[config.mk]
export PLATFORM = sky130hd
export DESIGN_NAME = vfc_top
export DESIGN_NICKNAME = d
export VERILOG_FILES = /design/src/rtl/vfc_pkg.sv /design/src/rtl/vfc_regs.sv /design/src/rtl/vfc_rid.sv /design/src/rtl/vfc_top.sv
export SDC_FILE = /design/constraint.sdc
export NUM_CORES = 1
export LEC_CHECK = 0
export BUFFER_PORTS_ARGS = -buffer_cell sky130_fd_sc_hd__buf_2
export CAP_MARGIN = 20
export CORE_UTILIZATION = 50
export DETAILED_ROUTE_END_ITERATION = 6
export HOLD_SLACK_MARGIN = 0.15
export PLACE_DENSITY = 0.81
export RECOVER_POWER = 50
export SYNTH_ARGS = -nofsm -noshare
export SYNTH_HDL_FRONTEND = slang
export SYNTH_SLANG_ARGS = --single-unit
[constraint.sdc]
create_clock -name clk_i -period 2.5 [get_ports clk_i]
set_input_delay 0.25 -clock clk_i [delete_from_list [all_inputs] [get_ports clk_i]]
set_output_delay 0.25 -clock clk_i [all_outputs]
set_load 0.02 [all_outputs]
[src/rtl/vfc_pkg.sv]
package vfc_pkg;
  localparam int unsigned ADDR_W = 3;
  localparam int unsigned DATA_W = 32;
  localparam int unsigned RID_W  = 16;

  localparam logic [ADDR_W-1:0] A_CTRL  = 3'd0;
  localparam logic [ADDR_W-1:0] A_NUMVF = 3'd1;
  localparam logic [ADDR_W-1:0] A_PAGE  = 3'd2;
  localparam logic [ADDR_W-1:0] A_COUNT = 3'd3;
  localparam logic [ADDR_W-1:0] A_SUPP  = 3'd4;
  localparam logic [ADDR_W-1:0] A_STEP  = 3'd5;

  localparam int unsigned B_EN  = 0;
  localparam int unsigned B_MIG = 1;
  localparam int unsigned B_MSE = 2;
  localparam int unsigned B_CAP = 3;

  localparam logic [DATA_W-1:0] PAGE_DEF = 32'h1;

  typedef struct packed {
    logic mse;
    logic mig_en;
    logic vf_en;
  } ctrl_t;
endpackage

[src/rtl/vfc_regs.sv]
module vfc_regs
  import vfc_pkg::*;
#(
  parameter int unsigned          TOTAL_VFS   = 16,
  parameter int unsigned          INITIAL_VFS = 8,
  parameter bit                   MIG_CAP     = 1'b1,
  parameter logic [DATA_W-1:0]    SUPP_PAGES  = 32'h553,
  parameter logic [RID_W-1:0]     FIRST_OFS   = 16'd1,
  parameter logic [RID_W-1:0]     VF_STRIDE   = 16'd2
) (
  input  logic              clk_i,
  input  logic              rst_ni,
  input  logic              flr_i,
  input  logic              wr_en_i,
  input  logic [ADDR_W-1:0] addr_i,
  input  logic [DATA_W-1:0] wdata_i,
  output logic [DATA_W-1:0] rdata_o,
  output logic              err_o,
  output logic [RID_W-1:0]  num_vfs_o,
  output logic              vf_en_o,
  output logic              vf_mse_o
);
  localparam logic [RID_W-1:0] TOT_W  = RID_W'(TOTAL_VFS);
  localparam logic [RID_W-1:0] INIT_W = RID_W'(INITIAL_VFS);

  ctrl_t              ctrl_q;
  logic [RID_W-1:0]   num_q;
  logic [DATA_W-1:0]  page_q;
  logic               err_q;

  logic [RID_W-1:0]   lim_cur, lim_new;
  logic               mig_new, num_ok, ctrl_ok, page_ok, bad;
  logic               wr_num, wr_ctrl, wr_page;

  always_comb begin
    wr_num  = wr_en_i && addr_i == A_NUMVF;
    wr_ctrl = wr_en_i && addr_i == A_CTRL;
    wr_page = wr_en_i && addr_i == A_PAGE;

    lim_cur = (MIG_CAP && ctrl_q.mig_en) ? TOT_W : INIT_W;
    mig_new = MIG_CAP && wdata_i[B_MIG];
    lim_new = mig_new ? TOT_W : INIT_W;

    num_ok  = wdata_i[RID_W-1:0] != '0 && wdata_i[RID_W-1:0] <= lim_cur;
    ctrl_ok = !(wdata_i[B_EN] && num_q == '0) && num_q <= lim_new;
    page_ok = wdata_i != '0 && (wdata_i & (wdata_i - 1'b1)) == '0
              && (wdata_i & ~SUPP_PAGES) == '0;

    bad = (wr_num && !ctrl_q.vf_en && !num_ok) ||
          (wr_ctrl && !ctrl_ok) || (wr_page && !page_ok);
  end

  always_ff @(posedge clk_i or negedge rst_ni) begin
    if (!rst_ni) begin
      ctrl_q <= '0;
      num_q  <= '0;
      page_q <= PAGE_DEF;
      err_q  <= 1'b0;
    end else if (flr_i) begin
      ctrl_q <= '0;
      num_q  <= '0;
      page_q <= PAGE_DEF;
      err_q  <= 1'b0;
    end else begin
      err_q <= bad;
      if (wr_num && !ctrl_q.vf_en && num_ok) num_q <= wdata_i[RID_W-1:0];
      if (wr_ctrl && ctrl_ok) begin
        ctrl_q.vf_en  <= wdata_i[B_EN];
        ctrl_q.mig_en <= mig_new;
        ctrl_q.mse    <= wdata_i[B_MSE];
      end
      if (wr_page && page_ok) page_q <= wdata_i;
    end
  end

  always_comb begin
    rdata_o = '0;
    case (addr_i)
      A_CTRL: begin
        rdata_o[B_EN]  = ctrl_q.vf_en;
        rdata_o[B_MIG] = ctrl_q.mig_en;
        rdata_o[B_MSE] = ctrl_q.mse;
        rdata_o[B_CAP] = MIG_CAP;
      end
      A_NUMVF: rdata_o = {{(DATA_W-RID_W){1'b0}}, num_q};
      A_PAGE:  rdata_o = page_q;
      A_COUNT: rdata_o = {TOT_W, INIT_W};
      A_SUPP:  rdata_o = SUPP_PAGES;
      A_STEP:  rdata_o = {VF_STRIDE, FIRST_OFS};
      default: rdata_o = '0;
    endcase
  end

  assign err_o     = err_q;
  assign num_vfs_o = num_q;
  assign vf_en_o   = ctrl_q.vf_en;
  assign vf_mse_o  = ctrl_q.mse;

  a_r3_zero_count_rejected: assert property (@(posedge clk_i) disable iff (!rst_ni)
    wr_en_i && addr_i == A_NUMVF && wdata_i[RID_W-1:0] == '0 && !flr_i && !ctrl_q.vf_en
    |=> $stable(num_q) && err_o);

  a_r4_count_bounded: assert property (@(posedge clk_i) disable iff (!rst_ni)
    num_q <= TOT_W);

  a_r5_count_locked: assert property (@(posedge clk_i) disable iff (!rst_ni)
    wr_en_i && addr_i == A_NUMVF && ctrl_q.vf_en && !flr_i
    |=> $stable(num_q) && !err_o);

  a_r6_enable_needs_vfs: assert property (@(posedge clk_i) disable iff (!rst_ni)
    ctrl_q.vf_en |-> num_q != '0);

  a_r7_page_onehot: assert property (@(posedge clk_i) disable iff (!rst_ni)
    $onehot(page_q));

  a_r10_flr_clears: assert property (@(posedge clk_i) disable iff (!rst_ni)
    flr_i |=> num_q == '0 && !ctrl_q.vf_en && !ctrl_q.mse && !err_o);
endmodule

[src/rtl/vfc_rid.sv]
module vfc_rid
  import vfc_pkg::*;
#(
  parameter logic [RID_W-1:0] FIRST_OFS = 16'd1,
  parameter logic [RID_W-1:0] VF_STRIDE = 16'd2
) (
  input  logic             clk_i,
  input  logic             rst_ni,
  input  logic [RID_W-1:0] pf_rid_i,
  input  logic [RID_W-1:0] vf_idx_i,
  input  logic [RID_W-1:0] num_vfs_i,
  input  logic             vf_en_i,
  output logic [RID_W-1:0] rid_o,
  output logic             valid_o
);
  logic [RID_W-1:0] idx_m1, step, rid_d;
  logic             hit_d;

  // all sums kept at 16 bits so carries fall off
  always_comb begin
    idx_m1 = vf_idx_i - 1'b1;
    step   = idx_m1 * VF_STRIDE;
    rid_d  = pf_rid_i + FIRST_OFS + step;
    hit_d  = vf_en_i && vf_idx_i != '0 && vf_idx_i <= num_vfs_i;
  end

  always_ff @(posedge clk_i or negedge rst_ni) begin
    if (!rst_ni) begin
      rid_o   <= '0;
      valid_o <= 1'b0;
    end else begin
      rid_o   <= rid_d;
      valid_o <= hit_d;
    end
  end

  a_r9_valid_nonzero_idx: assert property (@(posedge clk_i) disable iff (!rst_ni)
    valid_o |-> $past(vf_idx_i) != '0 && $past(vf_en_i));

  a_r9_valid_in_range: assert property (@(posedge clk_i) disable iff (!rst_ni)
    valid_o |-> $past(vf_idx_i) <= $past(num_vfs_i));
endmodule

[src/rtl/vfc_top.sv]
module vfc_top
  import vfc_pkg::*;
#(
  parameter int unsigned       TOTAL_VFS   = 16,
  parameter int unsigned       INITIAL_VFS = 8,
  parameter bit                MIG_CAP     = 1'b1,
  parameter logic [31:0]       SUPP_PAGES  = 32'h553,
  parameter logic [15:0]       FIRST_OFS   = 16'd1,
  parameter logic [15:0]       VF_STRIDE   = 16'd2
) (
  input  logic        clk_i,
  input  logic        rst_ni,
  input  logic        flr_i,
  input  logic        wr_en_i,
  input  logic [2:0]  addr_i,
  input  logic [31:0] wdata_i,
  output logic [31:0] rdata_o,
  output logic        err_o,
  input  logic [15:0] pf_rid_i,
  input  logic [15:0] vf_idx_i,
  output logic [15:0] rid_o,
  output logic        valid_o,
  output logic        vf_en_o,
  output logic        vf_mem_en_o
);
  logic [RID_W-1:0] num_vfs;
  logic             vf_en, vf_mse;

  vfc_regs #(
    .TOTAL_VFS(TOTAL_VFS), .INITIAL_VFS(INITIAL_VFS), .MIG_CAP(MIG_CAP),
    .SUPP_PAGES(SUPP_PAGES), .FIRST_OFS(FIRST_OFS), .VF_STRIDE(VF_STRIDE)
  ) u_regs (
    .clk_i, .rst_ni, .flr_i, .wr_en_i, .addr_i, .wdata_i, .rdata_o, .err_o,
    .num_vfs_o(num_vfs), .vf_en_o(vf_en), .vf_mse_o(vf_mse)
  );

  vfc_rid #(.FIRST_OFS(FIRST_OFS), .VF_STRIDE(VF_STRIDE)) u_rid (
    .clk_i, .rst_ni, .pf_rid_i, .vf_idx_i,
    .num_vfs_i(num_vfs), .vf_en_i(vf_en), .rid_o, .valid_o
  );

  assign vf_en_o     = vf_en;
  assign vf_mem_en_o = vf_en && vf_mse;

  a_r11_mem_needs_enable: assert property (@(posedge clk_i) disable iff (!rst_ni)
    vf_mem_en_o |-> vf_en_o);
endmodule

==> Word-level counts from Yosys, hierarchy flattened <==
Index checks and enable logic that the tools add are counted.
{ "word_totals": {"register_bits": 69, "in_bits": 71, "out_inout_bits": 52} }
{ "op_classes": {"add_sub_neg": 4, "n_lt_le_gt_ge": 3, "n_eq_ne": 5, "mux": 11, "bitwise": 1, "reduce_logical": 35} }
{ "op_table": {"columns": ["cell", "n"], "rows": [
  ["$pmux W28 S5", 1],
  ["$logic_not A32 Y1", 2],
  ["$mux W32", 2],
  ["$le A16 B16 Y1", 3],
  ["$and A32 B32 Y32", 1],
  ["$mux W16", 2],
  ["$reduce_bool A16 Y1", 2],
  ["$reduce_bool A32 Y1", 1],
  ["$sub A32 B1 Y32 const B", 1],
  ["$pmux W4 S6", 1],
  ["$logic_and A1 B1 Y1", 18],
  ["$add A16 B1 Y16 const B", 1],
  ["$add A16 B16 Y16", 1],
  ["$logic_not A16 Y1", 1],
  ["$sub A15 B1 Y15 const B", 1],
  ["$mux W5", 2],
  ["$eq A3 B2 Y1 const B", 2],
  ["$eq A3 B3 Y1 const B", 2],
  ["$mux W3", 2],
  ["$reduce_bool A2 Y1", 3],
  ["$logic_not A1 Y1", 5],
  ["$eq A3 B1 Y1 const B", 1],
  ["$logic_not A3 Y1", 1],
  ["$logic_or A1 B1 Y1", 2],
  ["$mux W1", 1]
]} }

==> Longest topological paths before layout <==
Gate-level depths: netlist of run 1.
{ "logic_depth": {"word_depth": 9, "mapped_depth": 12, "ltp_nobuf": 12} }

==> By module <==
A second synthesis of run 1 with hierarchy kept.
{ "hier_totals": {"hier_cells": 474, "area_unflattened_um2": 4475.5} }
{ "modules_own_cells": {"columns": ["mod", "n_inst", "cells_each", "area_per_inst_um2"], "rows": [
  ["vfc_regs", 1, 282, 2738.9],
  ["vfc_rid", 1, 191, 1730.4],
  ["vfc_top", 1, 1, 6.3]
]} }

==> Least setup slack after synthesis of run 1 <==
No wires, ideal clock.
{ "synth_path": {"path_type": "input to register", "start": "input vf_idx_i[4]", "end": "register u_rid.rid_o[15]", "t_arrival_ns": 2.396, "required_ns": 2.421, "setup_slack_ns": 0.025, "path_stages": 10, "cell_sequence": "nor3_1 > nand3_1 > nor3_1 > xor2_1 > ha_1 > a21o_1 > a22o_1 > a311o_1 > a21oi_1 > xor2_1"} }
{ "synth_between": {"elab_chain_cells": 2} }
{ "synth_rtl": {"columns": ["item", "line_no", "rtl"], "rows": [
  ["start: declaration", "vfc_top.sv:20", "input logic [15:0] vf_idx_i,"],
  ["$sub A15 B1 Y15", "vfc_rid.sv:21", "idx_m1 = vf_idx_i - 1'b1;"],
  ["$add A16 B16 Y16", "vfc_rid.sv:23", "rid_d = pf_rid_i + FIRST_OFS + step;"],
  ["via u_rid.rid_d[15]", "vfc_rid.sv:16", "logic [RID_W-1:0] idx_m1, step, rid_d;"],
  ["end signal: assignment", "vfc_rid.sv:32", "rid_o <= rid_d;"],
  ["end: declaration", "vfc_rid.sv:13", "output logic [RID_W-1:0] rid_o,"]
]} }
The timed path passes the listed nets, and every way through them passes these cells.
A chain may end at the register's enable or synchronous reset.

==> Worst setup path in the final report of run 1 <==
{ "layout_path": {"start": "input vf_idx_i[8]", "end": "register u_rid.rid_o[15]"} }
The elaborated chain is that of the path after synthesis.

==> flow_metrics.env, run 1 <==
export IMPL_total_power_mw=2.91
export IMPL_power_density_nw_per_um2=525
export IMPL_antenna_found_initial=0
export IMPL_clkSinkCount=69
export IMPL_root_buffer="clkbuf_8"
export IMPL_seqCellArea_um2=1730
export IMPL_yosysSeqAreaShare_pct=39.8
export IMPL_clock_power_share_pct=36.8
export IMPL_share_seq_of_total_power_pct=41.0
export IMPL_max_freq_ghz=0.412
export IMPL_first_iter_violations=204
export IMPL_combPwrFrac_pct=22.3
export IMPL_coreArea_um2=8300
export IMPL_synthTopCellsByArea="dfrtp_1, ha_1, and2_4"
export IMPL_cts_buffers=9
export IMPL_setup_viol=0
export IMPL_fin_crit_ps=2420
export IMPL_final_cell_mix="buf_2, dfrtp_1, nor2_1, buf_4, ha_1"
export IMPL_vias=4002
export IMPL_slew_limit_headroom_pct=11.8
export IMPL_final_util_pct=66.6
export IMPL_endpoint="u_rid.rid_o[15]"
export IMPL_synth_avg_cell_area_um2=9.83
export IMPL_cp_slowest_cell="a311o_1"
export IMPL_synthesis_area_um2=4350
export IMPL_required_ps=2780
export IMPL_sw_frac_of_total_pct=30.9
export IMPL_skew_ps=3.92
export IMPL_tritoncts="yes"
export IMPL_drv_slew=0
export IMPL_clock_latency_ps=350
export IMPL_fin_cells=714
export IMPL_layout_commonest_cell="buf_2"
export IMPL_crit_fanout=4
export IMPL_critical_path_max_stage_delay_ps=320
export IMPL_die_area_um2=9070
export IMPL_cts_buffer_depth=2
export IMPL_max_cap_violations=0
export IMPL_tns_ps=0
export IMPL_multiInputGateArea_um2=2460
export IMPL_r2r_slack_ps=290
export IMPL_num_rows=33
export IMPL_nets=711
export IMPL_grt_pass1_vias=3934
export IMPL_gp_congestion=0.878
export IMPL_reg2reg_to="u_regs.num_vfs_o[14]"
export IMPL_path_class="in2reg"
export IMPL_ys_types=60
export IMPL_grt_max_degree=29
export IMPL_cp_top_family="compound AO/OA/AOI/OAI gates"
export IMPL_hold_path_cell_count=3
export IMPL_setup_worst_path_end_class="flop"
export IMPL_r2r_start="u_regs.ctrl_q[1]"
export IMPL_yosys_area_top_type="dfrtp_1"
export IMPL_switching_power_mw=0.896
export IMPL_path_cells="buf_2 -> nor4_2 -> nand3_1 -> buf_4 -> xnor2_1 -> ha_1 -> a21oi_1 -> o21ai_0 -> a22o_1 -> a311o_1 -> a21oi_1 -> xor2_1"
export IMPL_die_h_um=95.2
export IMPL_hold_viol=0
export IMPL_yosysWarnings=0
export IMPL_cp_arrival_ps=2700
export IMPL_htreeDepth=3
export IMPL_crit_start="vf_idx_i[8]"
export IMPL_min_path_type="in2reg"
export IMPL_via_per_inst=5.61
export IMPL_r2r_cells=9
export IMPL_syn_to_final_growth_pct=27.3
export IMPL_leakagePower_nw=2.75
export IMPL_fin_crit_sh_pct=97.0
export IMPL_crit_buf_inv=2
export IMPL_grt_pass1_wl_mm=18.2
export IMPL_routedWlPerCell_um=15.5
export IMPL_synth_edf_count=0
export IMPL_drt_first_pass_iters=5
export IMPL_dpl_cell_count=695
export IMPL_synthFlopType="dfrtp_1"
export IMPL_wirelength_mm=11.1
export IMPL_start_util_pct=52.4
export IMPL_cp_start_kind="primary input"
export IMPL_tightest_slew_ps=1320
export IMPL_clk_pin_slew_ps=90
export IMPL_postSynthCellCount=442
export IMPL_ir_worst_vdd_mv=0.268
export IMPL_synth_top_area_share_pct=39.2
export IMPL_ant_nets=0
export IMPL_io_buffer_count=122
export IMPL_whs_ps=175
export IMPL_async_reset_ff_share_pct=100
export IMPL_cp_depth=12
export IMPL_diodes=0
export IMPL_overflow=0
export IMPL_ys_ff_latch=69
export IMPL_drive_above_1_share_pct=32.0
export IMPL_cpMostUsedCell="a21oi_1"
export IMPL_drc_errors=0
export IMPL_internal_power_mw=2.01
export IMPL_synth_nets=549
export IMPL_die_width_um=95.2
export IMPL_io_pin_count=123
export IMPL_status="finished clean"
export IMPL_dp_hpwl_mm=8.44
export IMPL_groute_usage_overall_pct=25.9
export IMPL_fillCellCount=672
-- sequential cells by signal, indices dropped and copies added (netlist names) --
register	flops
u_regs.num_vfs_o	16
u_rid.rid_o	16
u_regs.page_q	32
u_regs.vf_en_o	1
u_regs.vf_mse_o	1
u_rid.valid_o	1
u_regs.err_o	1
u_regs.ctrl_q	1
-- layer usage --
| layer | vias to the layer above | part of all wire [%] | GRT usage [%] |
|---|---|---|---|
| li1 | 1894 | - | - |
| met1 | 1904 | 42 | 33.1 |
| met2 | 163 | 49 | 43.6 |
| met3 | 41 | 5.3 | 3.67 |
| met4 | 0 | 2.9 | 11.1 |
| met5 | - | 0 | 0 |
-- tightest hold or removal path, delay by kind of cell --
family | cells | cell delay [ps]
multiplexers | 1 | 60
AND/OR/NAND/NOR | 1 | 80
buffers and inverters | 1 | 100
-- worst min path at each step --
| stage | from | endpoint | slack [ps] |
|---|---|---|---|
| floorplan | rst_ni | u_regs.ctrl_q[1] | -50 |
| global placement | rst_ni | u_rid.rid_o[1] | 260 |
| detailed placement | rst_ni | u_rid.rid_o[1] | 270 |
| CTS | wdata_i[6] | u_regs.page_q[6] | 180 |
| global route | pf_rid_i[1] | u_rid.rid_o[1] | 200 |
| finish | wdata_i[6] | u_regs.page_q[6] | 180 |
-- final cells by class --
cell class / instances / share of cell area (%)
clock buffer: 9 / 2.24
clock inverter: 7 / 1.90
inverter: 23 / 1.56
multi-input combinational: 337 / 44.5
sequential: 69 / 31.2
tap: 105 / 2.38
timing repair buffer: 164 / 16.2
-- power by group through the flow --
stage	Combinational, mW	Clock (mW)	Sequential, mW
2_1_floorplan	0.277	0	1.30
3_3_place_gp	0.628	0	1.21
3_5_place_dp	0.653	0	1.21
4_1_cts	0.662	1.07	1.19
5_1_grt	0.704	1.12	1.20
6_report	0.647	1.07	1.19
-- timing repair --
action,CTS,global route
hold endpoints to repair,22,0
resized for setup,0,4
setup buffers,0,1
endpoints found under the setup margin,0,8
hold buffers,2,0
-- Yosys cell counts, types with 2 or more instances --
cell type and count:
o22ai_1 2, nor4_1 12, nor3_1 22, inv_1 23, and3_1 2, clkbuf_8 2, o21ai_0 13, a22o_1 2
or3_1 2, ha_1 35, a21oi_1 27, xor2_1 15, clkbuf_1 8, nand3_1 7, a21o_1 9, and2_2 6
and2_4 20, dfrtp_1 68, nand2b_1 3, o21a_1 2, o32ai_1 2, nor2b_1 11, a22oi_1 10, or4_1 2
buf_6 2, mux2i_1 14, nor2_1 41, nand4_1 7, and2_1 16, nand2_1 16, xnor2_1 12
-- logic make-up after synthesis --
group,synth area share (%)
and+or+nand+nor,24.7
muxes,3.22
AOI/OAI and AO/OA,12.4
buffers and inverters,3.94
adders and majority gates,10.5
DFF,39.8
xor gates and xnor gates,5.44
-- stage by stage --
step	cell area, um2	setup WS, ps
floorplan	4350	25.1
global placement	5300	-145
CTS	5540	96.3
detailed placement	5300	-257
finish	5530	75.4
global route	5530	-12.9
Power figures use the tool's default switching activity.
==> inputs of run 2 (changes only) <==
--- a/config.mk
+++ b/config.mk
@@ -10,7 +10,7 @@
 export CORE_UTILIZATION = 50
 export DETAILED_ROUTE_END_ITERATION = 6
 export HOLD_SLACK_MARGIN = 0.15
-export PLACE_DENSITY = 0.81
+export PLACE_DENSITY = 0.74
 export RECOVER_POWER = 50
 export SYNTH_ARGS = -nofsm -noshare
 export SYNTH_HDL_FRONTEND = slang
==> run 2 against run 1 <==
Against the previous run:
- the run now ends with max-capacitance violations, max-slew violations left
- fmax up 3.9%
- die area unchanged
- non-clock buffer count rose by 2
- via count fell by 2.7%
- utilization increased by 0.12 points
- clock skew grew 3.4 ps
- power is 0.32% lower
- first-iteration DRC count decreased by 7.8%
- combinational power shrank 1%
- global-route usage is 0.55 points lower
- sequential power is essentially flat
- critical path type unchanged
- critical endpoint is now u_rid.rid_o[14]
- largest cell class unchanged
==> flow_metrics.env, run 2 (synthesis gave the netlist of run 1 again) <==
export IMPL_tns_ps=0
export IMPL_hold_viol=0
export IMPL_drive_above_1_share_pct=31.9
export IMPL_drv_slew=34
export IMPL_route_met2_wl_mm=5.27
export IMPL_wirelength_mm=10.8
export IMPL_path_class="in2reg"
export IMPL_wl_met1_mm=4.90
export IMPL_required_ps=2730
export IMPL_drt_first_pass_iters=4
export IMPL_num_rows=33
export IMPL_routedWlPerCell_um=15.1
export IMPL_tritoncts="yes"
export IMPL_regMostFlops="u_regs.page_q"
export IMPL_min_path_type="in2reg"
export IMPL_max_freq_ghz=0.429
export IMPL_setup_viol=0
export IMPL_io_buffer_count=122
export IMPL_critical_path_max_stage_delay_ps=530
export IMPL_vias=3895
export IMPL_htreeDepth=3
export IMPL_die_area_um2=9070
export IMPL_fillCellCount=702
export IMPL_grt_pass1_vias=3843
export IMPL_cp_start_kind="primary input"
export IMPL_ir_worst_vdd_mv=0.339
export IMPL_root_buffer="clkbuf_8"
export IMPL_final_util_pct=66.8
export IMPL_fin_crit_ps=2330
export IMPL_status="finished with violations"
export IMPL_hold_end="u_regs.page_q[6]"
export IMPL_highest_layer="met4"
export IMPL_fin_crit_sh_pct=93.3
export IMPL_die_h_um=95.2
export IMPL_r2r_slack_ps=200
export IMPL_via_per_inst=5.44
export IMPL_setup_worst_path_end_class="flop"
export IMPL_max_cap_violations=1
export IMPL_cp_slowest_cell="dlygate4sd3_1"
export IMPL_largest_reg_flops=32
export IMPL_final_cell_mix="buf_2, dfrtp_1, nor2_1, buf_4, ha_1"
export IMPL_clkSinkCount=69
export IMPL_dpl_cell_area_um2=5320
export IMPL_layout_commonest_cell="buf_2"
export IMPL_seqCellArea_um2=1730
export IMPL_io_pin_count=123
export IMPL_clock_latency_ps=350
export IMPL_tightest_slew_ps=1790
export IMPL_cts_buffers=9
export IMPL_syn_to_final_growth_pct=27.5
export IMPL_coreArea_um2=8300
export IMPL_skew_ps=7.35
export IMPL_leakagePower_nw=2.76
export IMPL_first_iter_violations=188
export IMPL_slew_limit_headroom_pct=-19.4
export IMPL_cp_arrival_ps=2570
export IMPL_diodes=0
export IMPL_power_density_nw_per_um2=523
export IMPL_wl_met3_um=438
export IMPL_grt_max_degree=34
export IMPL_crit_fanout=3
export IMPL_path_cells="dlygate4sd3_1 -> clkbuf_1 -> fa_1 -> a21o_1 -> a221oi_1 -> buf_4 -> nor3_1 -> o21ai_1 -> a21oi_1 -> xor2_1"
export IMPL_hold_path_cell_count=3
export IMPL_whs_ps=177
export IMPL_holdCritStartpoint="wdata_i[6]"
export IMPL_postCtsSetupBuffers=0
export IMPL_start_util_pct=52.4
export IMPL_cts_buffer_depth=2
export IMPL_die_width_um=95.2
export IMPL_multiInputGateArea_um2=2460
export IMPL_reg2reg_to="u_regs.num_vfs_o[15]"
export IMPL_violations="max-capacitance violations, max-slew violations"
export IMPL_groute_usage_overall_pct=25.3
export IMPL_rsz0062_at_grt="no"
export IMPL_clk_pin_slew_ps=80
export IMPL_nets=713
export IMPL_gp_congestion=0.889
export IMPL_r2r_cells=8
export IMPL_fin_area_um2=5540
export IMPL_grt_pass1_wl_mm=17.8
export IMPL_overflow=0
export IMPL_dp_hpwl_mm=8.45
export IMPL_drc_errors=0
export IMPL_total_power_mw=2.90
export IMPL_antenna_found_initial=0
export IMPL_ant_nets=0
export IMPL_r2r_start="u_regs.ctrl_q[1]"
==> run 2: changes by cell type in the layout (fill, tap and decap cells not counted) <==
cell / previous run / this run
buf_2: 99 / 98
buf_4: 36 / 39
clkbuf_1: 24 / 25
clkbuf_2: 2 / 1
clkinvlp_4: 1 / 0
inv_6: 2 / 4
inv_8: 1 / 0
nor3_1: 20 / 21
nor3_2: 2 / 1
==> run 2: stage by stage <==
stage,cells,setup slack [ps]
floorplan,442,25.1
global placement,698,-164
detailed placement,698,-199
CTS,716,106
global route,716,6.97
finish,716,167
==> run 2: worst max path at each step <==
stage                      startpoint               to  slack, ps  cells after the start
after floorplan           vf_idx_i[4]  u_rid.rid_o[15]         30                     10
after global placement    vf_idx_i[8]  u_rid.rid_o[15]       -160                     11
after detailed placement  vf_idx_i[4]  u_rid.rid_o[15]       -200                     13
after CTS                 pf_rid_i[0]  u_rid.rid_o[14]        110                     10
after global routing      vf_idx_i[4]  u_rid.rid_o[15]          7                     13
final                     pf_rid_i[0]  u_rid.rid_o[14]        170                     10
==> run 2: area by class of cell <==
| cell class | instances | area share (%) |
|---|---|---|
| multi-input combinational | 337 | 44.4 |
| sequential | 69 | 31.2 |
| timing repair buffer | 166 | 16.4 |
| tap | 105 | 2.37 |
| clock buffer | 9 | 2.24 |
| clock inverter | 7 | 1.87 |
| inverter | 23 | 1.56 |
==> run 2: critical path, delay by kind of cell <==
family                   cells  cell delay, ps
XOR/XNOR                     1             150
buffers and inverters        3             860
AND/OR/NAND/NOR              1              60
AO/OA/AOI/OAI                4             780
adder cells (fa/ha/maj)      1             470
==> run 2: per-layer routing <==
layer	vias up	track usage [%]
li1	1897	-
met1	1876	33.7
met2	106	42.2
met3	16	3.51
met4	0	8.84
met5	-	0
==> run 2: what timing repair did <==
action | CTS | global route
endpoints found under the setup margin | 0 | 3
gates resized for setup | 0 | 3
hold endpoints to repair | 30 | 0
hold buffers | 2 | 0
==> run 2: power by group <==
part,switching (mW),internal [mW],total [mW]
Combinational,0.381,0.258,0.640
Clock,0.486,0.578,1.06
Sequential,0.0173,1.18,1.19
